File: src/rtl/pci_dsc_pkg.sv
package pci_dsc_pkg;

   typedef enum logic [2:0] {
      ST_IDLE  = 3'd0,
      ST_CLAIM = 3'd1,
      ST_DATA  = 3'd2,
      ST_TURN  = 3'd3,
      ST_BUSY  = 3'd4
   } tgt_state_e;

   localparam logic [3:0] CMD_MEM_RD = 4'b0110;
   localparam logic [3:0] CMD_MEM_WR = 4'b0111;

endpackage

File: src/rtl/pci_dsc_decode.sv
module pci_dsc_decode
   import pci_dsc_pkg::*;
#(
   parameter int          ADDR_W    = 32,
   parameter logic [31:0] BASE_ADDR = 32'h0000_1000,
   parameter int          IDX_W     = 3
)(
   input  logic [ADDR_W-1:0] ad_addr,
   input  logic [3:0]        cmd_n,
   output logic              hit,
   output logic              is_write,
   output logic [IDX_W-1:0]  word_idx
);
   localparam int TAG_LO = IDX_W + 2;

   logic cmd_ok;
   logic range_ok;

   assign cmd_ok   = (cmd_n == CMD_MEM_RD) || (cmd_n == CMD_MEM_WR);
   assign is_write = (cmd_n == CMD_MEM_WR);
   assign word_idx = ad_addr[TAG_LO-1:2];

   generate
      if (ADDR_W > TAG_LO) begin : g_tag
         assign range_ok = (ad_addr[ADDR_W-1:TAG_LO] == BASE_ADDR[ADDR_W-1:TAG_LO]);
      end else begin : g_full
         assign range_ok = 1'b1;
      end
   endgenerate

   assign hit = cmd_ok && range_ok && (ad_addr[1:0] == 2'b00);

endmodule

File: src/rtl/pci_dsc_regfile.sv
module pci_dsc_regfile #(
   parameter int DATA_W = 32,
   parameter int WORDS  = 8,
   parameter int IDX_W  = 3
)(
   input  logic                clk,
   input  logic                rst_n,
   input  logic                wr_en,
   input  logic [IDX_W-1:0]    wr_idx,
   input  logic [DATA_W/8-1:0] wr_be_n,
   input  logic [DATA_W-1:0]   wr_data,
   input  logic [IDX_W-1:0]    rd_idx,
   output logic [DATA_W-1:0]   rd_data
);
   localparam int LANES = DATA_W / 8;

   logic [DATA_W-1:0] bank [WORDS];

   generate
      for (genvar w = 0; w < WORDS; w++) begin : g_word
         logic [DATA_W-1:0] word_q;
         logic              sel;

         assign sel = wr_en && (wr_idx == IDX_W'(w));

         always_ff @(posedge clk or negedge rst_n) begin
            if (!rst_n) begin
               word_q <= '0;
            end else if (sel) begin
               for (int b = 0; b < LANES; b++) begin
                  if (!wr_be_n[b]) word_q[8*b +: 8] <= wr_data[8*b +: 8];
               end
            end
         end

         assign bank[w] = word_q;
      end
   endgenerate

   assign rd_data = bank[rd_idx];

endmodule

File: src/rtl/pci_dsc_seq.sv
module pci_dsc_seq
   import pci_dsc_pkg::*;
#(
   parameter int WIN_WORDS = 8,
   parameter int REG_WORDS = 4,
   parameter int IDX_W     = 3
)(
   input  logic             clk,
   input  logic             rst_n,
   input  logic             frame_n,
   input  logic             irdy_n,
   input  logic             dec_hit,
   input  logic             dec_write,
   input  logic [IDX_W-1:0] dec_idx,
   output logic             trdy_n,
   output logic             stop_n,
   output logic             devsel_n,
   output logic             ctl_oe,
   output logic [IDX_W-1:0] cur_idx,
   output logic             wr_fire,
   output logic             rd_drive
);
   localparam logic [IDX_W-1:0] TOP_IDX = IDX_W'(WIN_WORDS - 1);
   localparam logic [IDX_W:0]   REG_LIM = (IDX_W+1)'(REG_WORDS);

   tgt_state_e       state_q;
   logic [IDX_W-1:0] idx_q;
   logic [IDX_W-1:0] idx_nxt;
   logic             wr_q;
   logic             trdy_q, stop_q, devsel_q, oe_q;
   logic             xfer;

   // a phase at this word ends a burst: control word, or top of window
   function automatic logic ends_burst(input logic [IDX_W-1:0] i);
      return ({1'b0, i} < REG_LIM) || (i == TOP_IDX);
   endfunction

   assign idx_nxt = idx_q + IDX_W'(1);
   assign xfer    = (state_q == ST_DATA) && !irdy_n && !trdy_q;

   always_ff @(posedge clk or negedge rst_n) begin
      if (!rst_n) begin
         state_q  <= ST_IDLE;
         idx_q    <= '0;
         wr_q     <= 1'b0;
         trdy_q   <= 1'b1;
         stop_q   <= 1'b1;
         devsel_q <= 1'b1;
         oe_q     <= 1'b0;
      end else begin
         unique case (state_q)
            ST_IDLE: begin
               if (!frame_n) begin
                  idx_q   <= dec_idx;
                  wr_q    <= dec_write;
                  state_q <= dec_hit ? ST_CLAIM : ST_BUSY;
               end
            end
            ST_CLAIM: begin
               state_q  <= ST_DATA;
               devsel_q <= 1'b0;
               trdy_q   <= 1'b0;
               oe_q     <= 1'b1;
               stop_q   <= ~(~frame_n & ends_burst(idx_q));
            end
            ST_DATA: begin
               if (xfer) begin
                  if (!stop_q || frame_n) begin
                     state_q  <= ST_TURN;
                     trdy_q   <= 1'b1;
                     stop_q   <= 1'b1;
                     devsel_q <= 1'b1;
                  end else begin
                     idx_q  <= idx_nxt;
                     stop_q <= ~ends_burst(idx_nxt);
                  end
               end
            end
            ST_TURN: begin
               oe_q    <= 1'b0;
               state_q <= ST_BUSY;
            end
            ST_BUSY: begin
               if (frame_n && irdy_n) state_q <= ST_IDLE;
            end
            default: state_q <= ST_BUSY;
         endcase
      end
   end

   assign trdy_n   = trdy_q;
   assign stop_n   = stop_q;
   assign devsel_n = devsel_q;
   assign ctl_oe   = oe_q;
   assign cur_idx  = idx_q;
   assign wr_fire  = xfer && wr_q;
   assign rd_drive = (state_q == ST_DATA) && !wr_q;

endmodule

File: src/rtl/pci_dsc_target.sv
module pci_dsc_target
   import pci_dsc_pkg::*;
#(
   parameter int          DATA_W    = 32,
   parameter logic [31:0] BASE_ADDR = 32'h0000_1000,
   parameter int          WIN_WORDS = 8,
   parameter int          REG_WORDS = 4
)(
   input  logic          clk,
   input  logic          rst_n,
   input  logic          frame_n,
   input  logic          irdy_n,
   input  logic [3:0]    cbe_n,
   input  logic [31:0]   ad_in,
   output logic [31:0]   ad_out,
   output logic          ad_oe,
   output logic          trdy_n,
   output logic          stop_n,
   output logic          devsel_n,
   output logic          ctl_oe
);
   localparam int IDX_W = (WIN_WORDS > 1) ? $clog2(WIN_WORDS) : 1;
   localparam int LANES = DATA_W / 8;

   generate
      if (DATA_W != 32)
         $error("DATA_W must equal the 32-bit bus width");
      if (WIN_WORDS < 2 || (WIN_WORDS & (WIN_WORDS - 1)) != 0)
         $error("WIN_WORDS must be a power of two, at least 2");
      if (REG_WORDS < 1 || REG_WORDS > WIN_WORDS)
         $error("REG_WORDS must lie in 1..WIN_WORDS");
      if ((BASE_ADDR % (WIN_WORDS * 4)) != 0)
         $error("BASE_ADDR must be aligned to the window size");
   endgenerate

   logic             dec_hit, dec_write;
   logic [IDX_W-1:0] dec_idx, cur_idx;
   logic             wr_fire, rd_drive;
   logic [DATA_W-1:0] rd_data;

   pci_dsc_decode #(
      .ADDR_W    (32),
      .BASE_ADDR (BASE_ADDR),
      .IDX_W     (IDX_W)
   ) u_dec (
      .ad_addr  (ad_in),
      .cmd_n    (cbe_n),
      .hit      (dec_hit),
      .is_write (dec_write),
      .word_idx (dec_idx)
   );

   pci_dsc_seq #(
      .WIN_WORDS (WIN_WORDS),
      .REG_WORDS (REG_WORDS),
      .IDX_W     (IDX_W)
   ) u_seq (
      .clk       (clk),
      .rst_n     (rst_n),
      .frame_n   (frame_n),
      .irdy_n    (irdy_n),
      .dec_hit   (dec_hit),
      .dec_write (dec_write),
      .dec_idx   (dec_idx),
      .trdy_n    (trdy_n),
      .stop_n    (stop_n),
      .devsel_n  (devsel_n),
      .ctl_oe    (ctl_oe),
      .cur_idx   (cur_idx),
      .wr_fire   (wr_fire),
      .rd_drive  (rd_drive)
   );

   pci_dsc_regfile #(
      .DATA_W (DATA_W),
      .WORDS  (WIN_WORDS),
      .IDX_W  (IDX_W)
   ) u_bank (
      .clk     (clk),
      .rst_n   (rst_n),
      .wr_en   (wr_fire),
      .wr_idx  (cur_idx),
      .wr_be_n (cbe_n[LANES-1:0]),
      .wr_data (ad_in[DATA_W-1:0]),
      .rd_idx  (cur_idx),
      .rd_data (rd_data)
   );

   assign ad_oe  = rd_drive;
   assign ad_out = rd_drive ? rd_data : '0;

endmodule

File: config.mk
export PLATFORM = sky130hd
export DESIGN_NAME = pci_dsc_target
export DESIGN_NICKNAME = d
export VERILOG_FILES = /design/src/rtl/pci_dsc_pkg.sv /design/src/rtl/pci_dsc_decode.sv /design/src/rtl/pci_dsc_regfile.sv /design/src/rtl/pci_dsc_seq.sv /design/src/rtl/pci_dsc_target.sv
export SDC_FILE = /design/constraint.sdc
export NUM_CORES = 1
export LEC_CHECK = 0
export BUFFER_PORTS_ARGS = -buffer_cell sky130_fd_sc_hd__buf_4
export CAP_MARGIN = 20
export CORE_MARGIN = 1
export CORE_UTILIZATION = 50
export DETAILED_ROUTE_END_ITERATION = 8
export GPL_ROUTABILITY_DRIVEN = 0
export PLACE_DENSITY = 0.68
export RECOVER_POWER = 25
export SYNTH_ARGS = -nofsm -noshare
export SYNTH_HDL_FRONTEND = slang
export SYNTH_SLANG_ARGS = --single-unit
File: constraint.sdc
create_clock -name clk -period 2.6 [get_ports clk]
set_input_delay 0.26 -clock clk [delete_from_list [all_inputs] [get_ports clk]]
set_output_delay 0.26 -clock clk [all_outputs]
set_load 0.005 [all_outputs]
==> flow_summary_export.csv <==
group,metric,value,unit
sta,max_slew_margin,27.17,%
global_route,grt_start_max_net_pins,74,
sta,period_share,95.30,%
critical_path,cp_max_fo,33,
hold_path,whs_endpoint,"u_seq.stop_n",
cts,cts_tree,"yes",
sta,slew_violations,0,
critical_path,startpoint_type,"flip-flop",
logic_synthesis,seq_area_frac_synth,53.87,%
sta,max_freq,0.4036,GHz
logic_synthesis,synth_edf_count,0,
cts,clk_pin_slew,0.06,ns
cts,cts_setup_buffers,0,
global_route,grt_pass1_vias,7713,
critical_path,worstReg2RegEnd,"u_bank.g_word[4].word_q[9]",
logic_synthesis,yosys_warnings,0,
logic_synthesis,synthCells,845,
detailed_routing,top_layer,"met4",
floorplan,die-height,159.2,um
floorplan,ioPinCount,77,
logic_synthesis,synth_flop_cell,"dfrtp_1",
place,place_hpwl,17030,um
cts,htree_levels,1,
detailed_routing,vias,7288,
status,status,"completed",
power_and_ir_drop,leakage,6.923,nW
detailed_routing,wl_met2,13210,um
cts,cts-buffers-inserted,28,
sta,final.setup.tns,0,ns
place,port_buffers,76,
final_layout,fin_nets,966,
critical_path,path_class,"reg2out",
detailed_routing,drtIter0Drc,355,
sta,setup_viol,0,
logic_synthesis,yosysUniqueCellTypes,38,
critical_path,r2r-start,"u_seq.state_q[0]",
detailed_routing,avgViaCountPerCell,5.770,
critical_path,crit_path_end_kind,"output port",
detailed_routing,ant_nets,0,
critical_path,critPathSlowestCell,"dfrtp_1",
logic_synthesis,avgSynthCellArea,14.63,um^2
power_and_ir_drop,p_per_area,676.5,mW/mm^2
sta,tightest_slew,1.093,ns
detailed_routing,routedLengthMet1,12690,um
global_route,overflow,0,
cts,insertion_delay,0.54,ns
critical_path,worstPathArrival,2.22,ns
floorplan,rows,57,
floorplan,core,0.02425,mm^2
hold_path,worstHoldStart,"frame_n",
critical_path,worst_r2r_path_depth,4,
floorplan,fp.dieW,159.2,um
global_route,track_usage,22.66,%
flow_run,cap_viol_max_count,0,
final_layout,fill_cells,1934,
power_and_ir_drop,max-vdd-ir-drop,0.4841,mV
cts,clock_path_buffers,3,
power_and_ir_drop,finalPower,9.647,mW
global_route,grt_first_pass_wirelength,44450,um
logic_synthesis,synth_nets,893,
detailed_routing,wire_per_inst,21.89,um
floorplan,die-area,0.02535,mm^2
global_route,antenna_found_initial,1,
sta,clock_skew,0.01428,ns
cts,clkSinkCount,266,
hold_path,hold_depth,3,
final_layout,areaGrowthSynthToFinish,15.37,%
floorplan,initial_core_util,50.98,%
logic_synthesis,synthArstFlopShare,100.0,%
detailed_routing,drc,0,
sta,rsz0062_at_grt,"false",
detailed_routing,firstDrtPassIters,4,
logic_synthesis,synth_area,0.01236,mm^2
place,placed_area,0.01326,mm^2
final_layout,stdcell_area,0.01426,mm^2
detailed_routing,wl_met3,1230,um
detailed_routing,wl,27640,um
critical_path,timing.critical_path.cells,"or3b_1 > or2_4 > a21oi_1 > buf_4",
hold_path,hold_class,"in2reg",
sta,hold_viol,0,
critical_path,required,2.34,ns
sta,post-route-min-period,2.478,ns
critical_path,max_stage_delay,0.48,ns
logic_synthesis,ys_ff_latch,266,
final_layout,drive_above_1_share,52.03,%
cts,root_buffer,"clkbuf_16",
critical_path,ff2ff_setup_slack,0.37,ns
==> through the flow <==
step                      hold slack [ns]  worst slack [ns]  cells  utilization, %
after floorplan                  -0.03559            0.4860    845               -
after global placement             0.2912            0.3858   1210           54.70
after detailed placement           0.2852            0.3613   1210           54.70
after CTS                        0.001727           0.04213   1262           58.88
after global routing              0.02866           0.02595   1262           58.80
final                             0.01202            0.1221   1263           58.81
==> layer usage <==
metal  up-vias  GRT usage (%)
met5         -              0
li1       3260              -
met1      3860          32.91
met4         0          5.594
met2       136          36.14
met3        32          3.386
==> cells in the final DEF (no fill, tap or decap), types with 2 or more instances in the layout <==
master	count
nand2_1	70
buf_16	2
clkinv_2	6
clkbuf_8	3
a21oi_1	36
mux2_2	257
dfrtp_1	260
nand2_2	24
buf_4	79
nand3b_1	2
dfrtp_2	3
bufinv_16	4
mux4_2	64
inv_1	6
buf_6	2
clkinv_4	2
clkbuf_1	7
nand4_1	3
dfstp_2	2
nand3_1	3
ha_1	8
nand2b_1	2
or2_1	6
clkbuf_16	29
o21ai_0	5
o31ai_1	2
nor4_1	9
nor3_1	3
and3_1	4
buf_12	3
nor2_1	14
==> what timing repair did <==
action	4_1_cts	5_1_grt
resized for setup	3	3
gates cloned	1	0
endpoints found under the setup margin	33	25
endpoints found under the hold margin	69	0
hold buffers	1	0
==> flip-flops by register name, summed over array words and instances, names as in the netlist <==
register and cells:
u_bank.g_word.word_q 256, u_seq.ctl_oe 1, u_seq.cur_idx 3, u_seq.state_q 3, u_seq.stop_n 1, u_seq.trdy_n 1
u_seq.wr_q 1
==> worst max path at each step <==
stage,cells past startpoint,endpoint,start
after floorplan,8,u_bank.g_word[5].word_q[0],u_seq.cur_idx[1]
after global placement,5,u_bank.g_word[1].word_q[13],u_seq.cur_idx[0]
after detailed placement,5,u_bank.g_word[5].word_q[9],u_seq.cur_idx[0]
after CTS,5,ad_out[6],u_seq.cur_idx[0]
after global routing,5,ad_out[28],u_seq.cur_idx[0]
final,4,ad_out[29],u_seq.state_q[0]
==> cell usage after synthesis, types with 2 or more instances <==
master,number,area (um^2)
mux4_2,64,1441
nand2_1,70,262.8
nor3_1,3,15.01
clkbuf_1,18,67.56
buf_2,18,90.09
ha_1,8,100.1
nand2b_1,2,12.51
nand2_2,24,150.1
buf_6,3,33.78
dfstp_2,2,52.55
o31ai_1,2,15.01
nand3_1,3,15.01
inv_1,6,22.52
nand3b_1,2,15.01
and3_1,4,25.02
buf_4,5,37.54
nor2_1,14,52.55
dfrtp_1,264,6606
nand4_1,3,18.77
mux2_2,257,2894
a21oi_1,36,180.2
o21ai_0,5,25.02
buf_1,3,11.26
nor4_1,9,56.30
or2_1,7,43.79
==> critical path, delay by kind of cell (launching register included) <==
family	cells	cell delay (ns)
AND/OR/NAND/NOR	2	0.82
AO/OA/AOI/OAI	1	0.22
flip-flops	1	0.48
buffers and inverters	1	0.14
==> where the power goes <==
group	internal [mW]	leakage (nW)	switching, mW
Sequential	4.17	3.70	0.0487
Clock	2.52	0.474	1.61
Combinational	0.481	2.75	0.818
Total	7.17	6.92	2.48
==> area by class of cell <==
cell class              count  area, um^2  share of cell area [%]
flip-flops and latches    266        6666                   46.75
multi-input cells         525        5438                   38.13
clock buffers              38       789.5                   5.537
repair buffers             90       764.5                   5.361
well taps                 324       405.4                   2.843
clock inverters            12       167.7                   1.176
inverters                   7       26.28                  0.1843
diodes                      1       2.502                 0.01755
==> kinds of logic after synthesis <==
group,synth area share [%]
muxes,35.16
buffers and inverters,2.156
AOI/OAI and AO/OA,2.095
and+or+nand+nor,5.840
xor gates and xnor gates,0.07087
adders and majority gates,0.8098
DFF,53.87
Note: power is estimated with default switching activity, not from simulation.
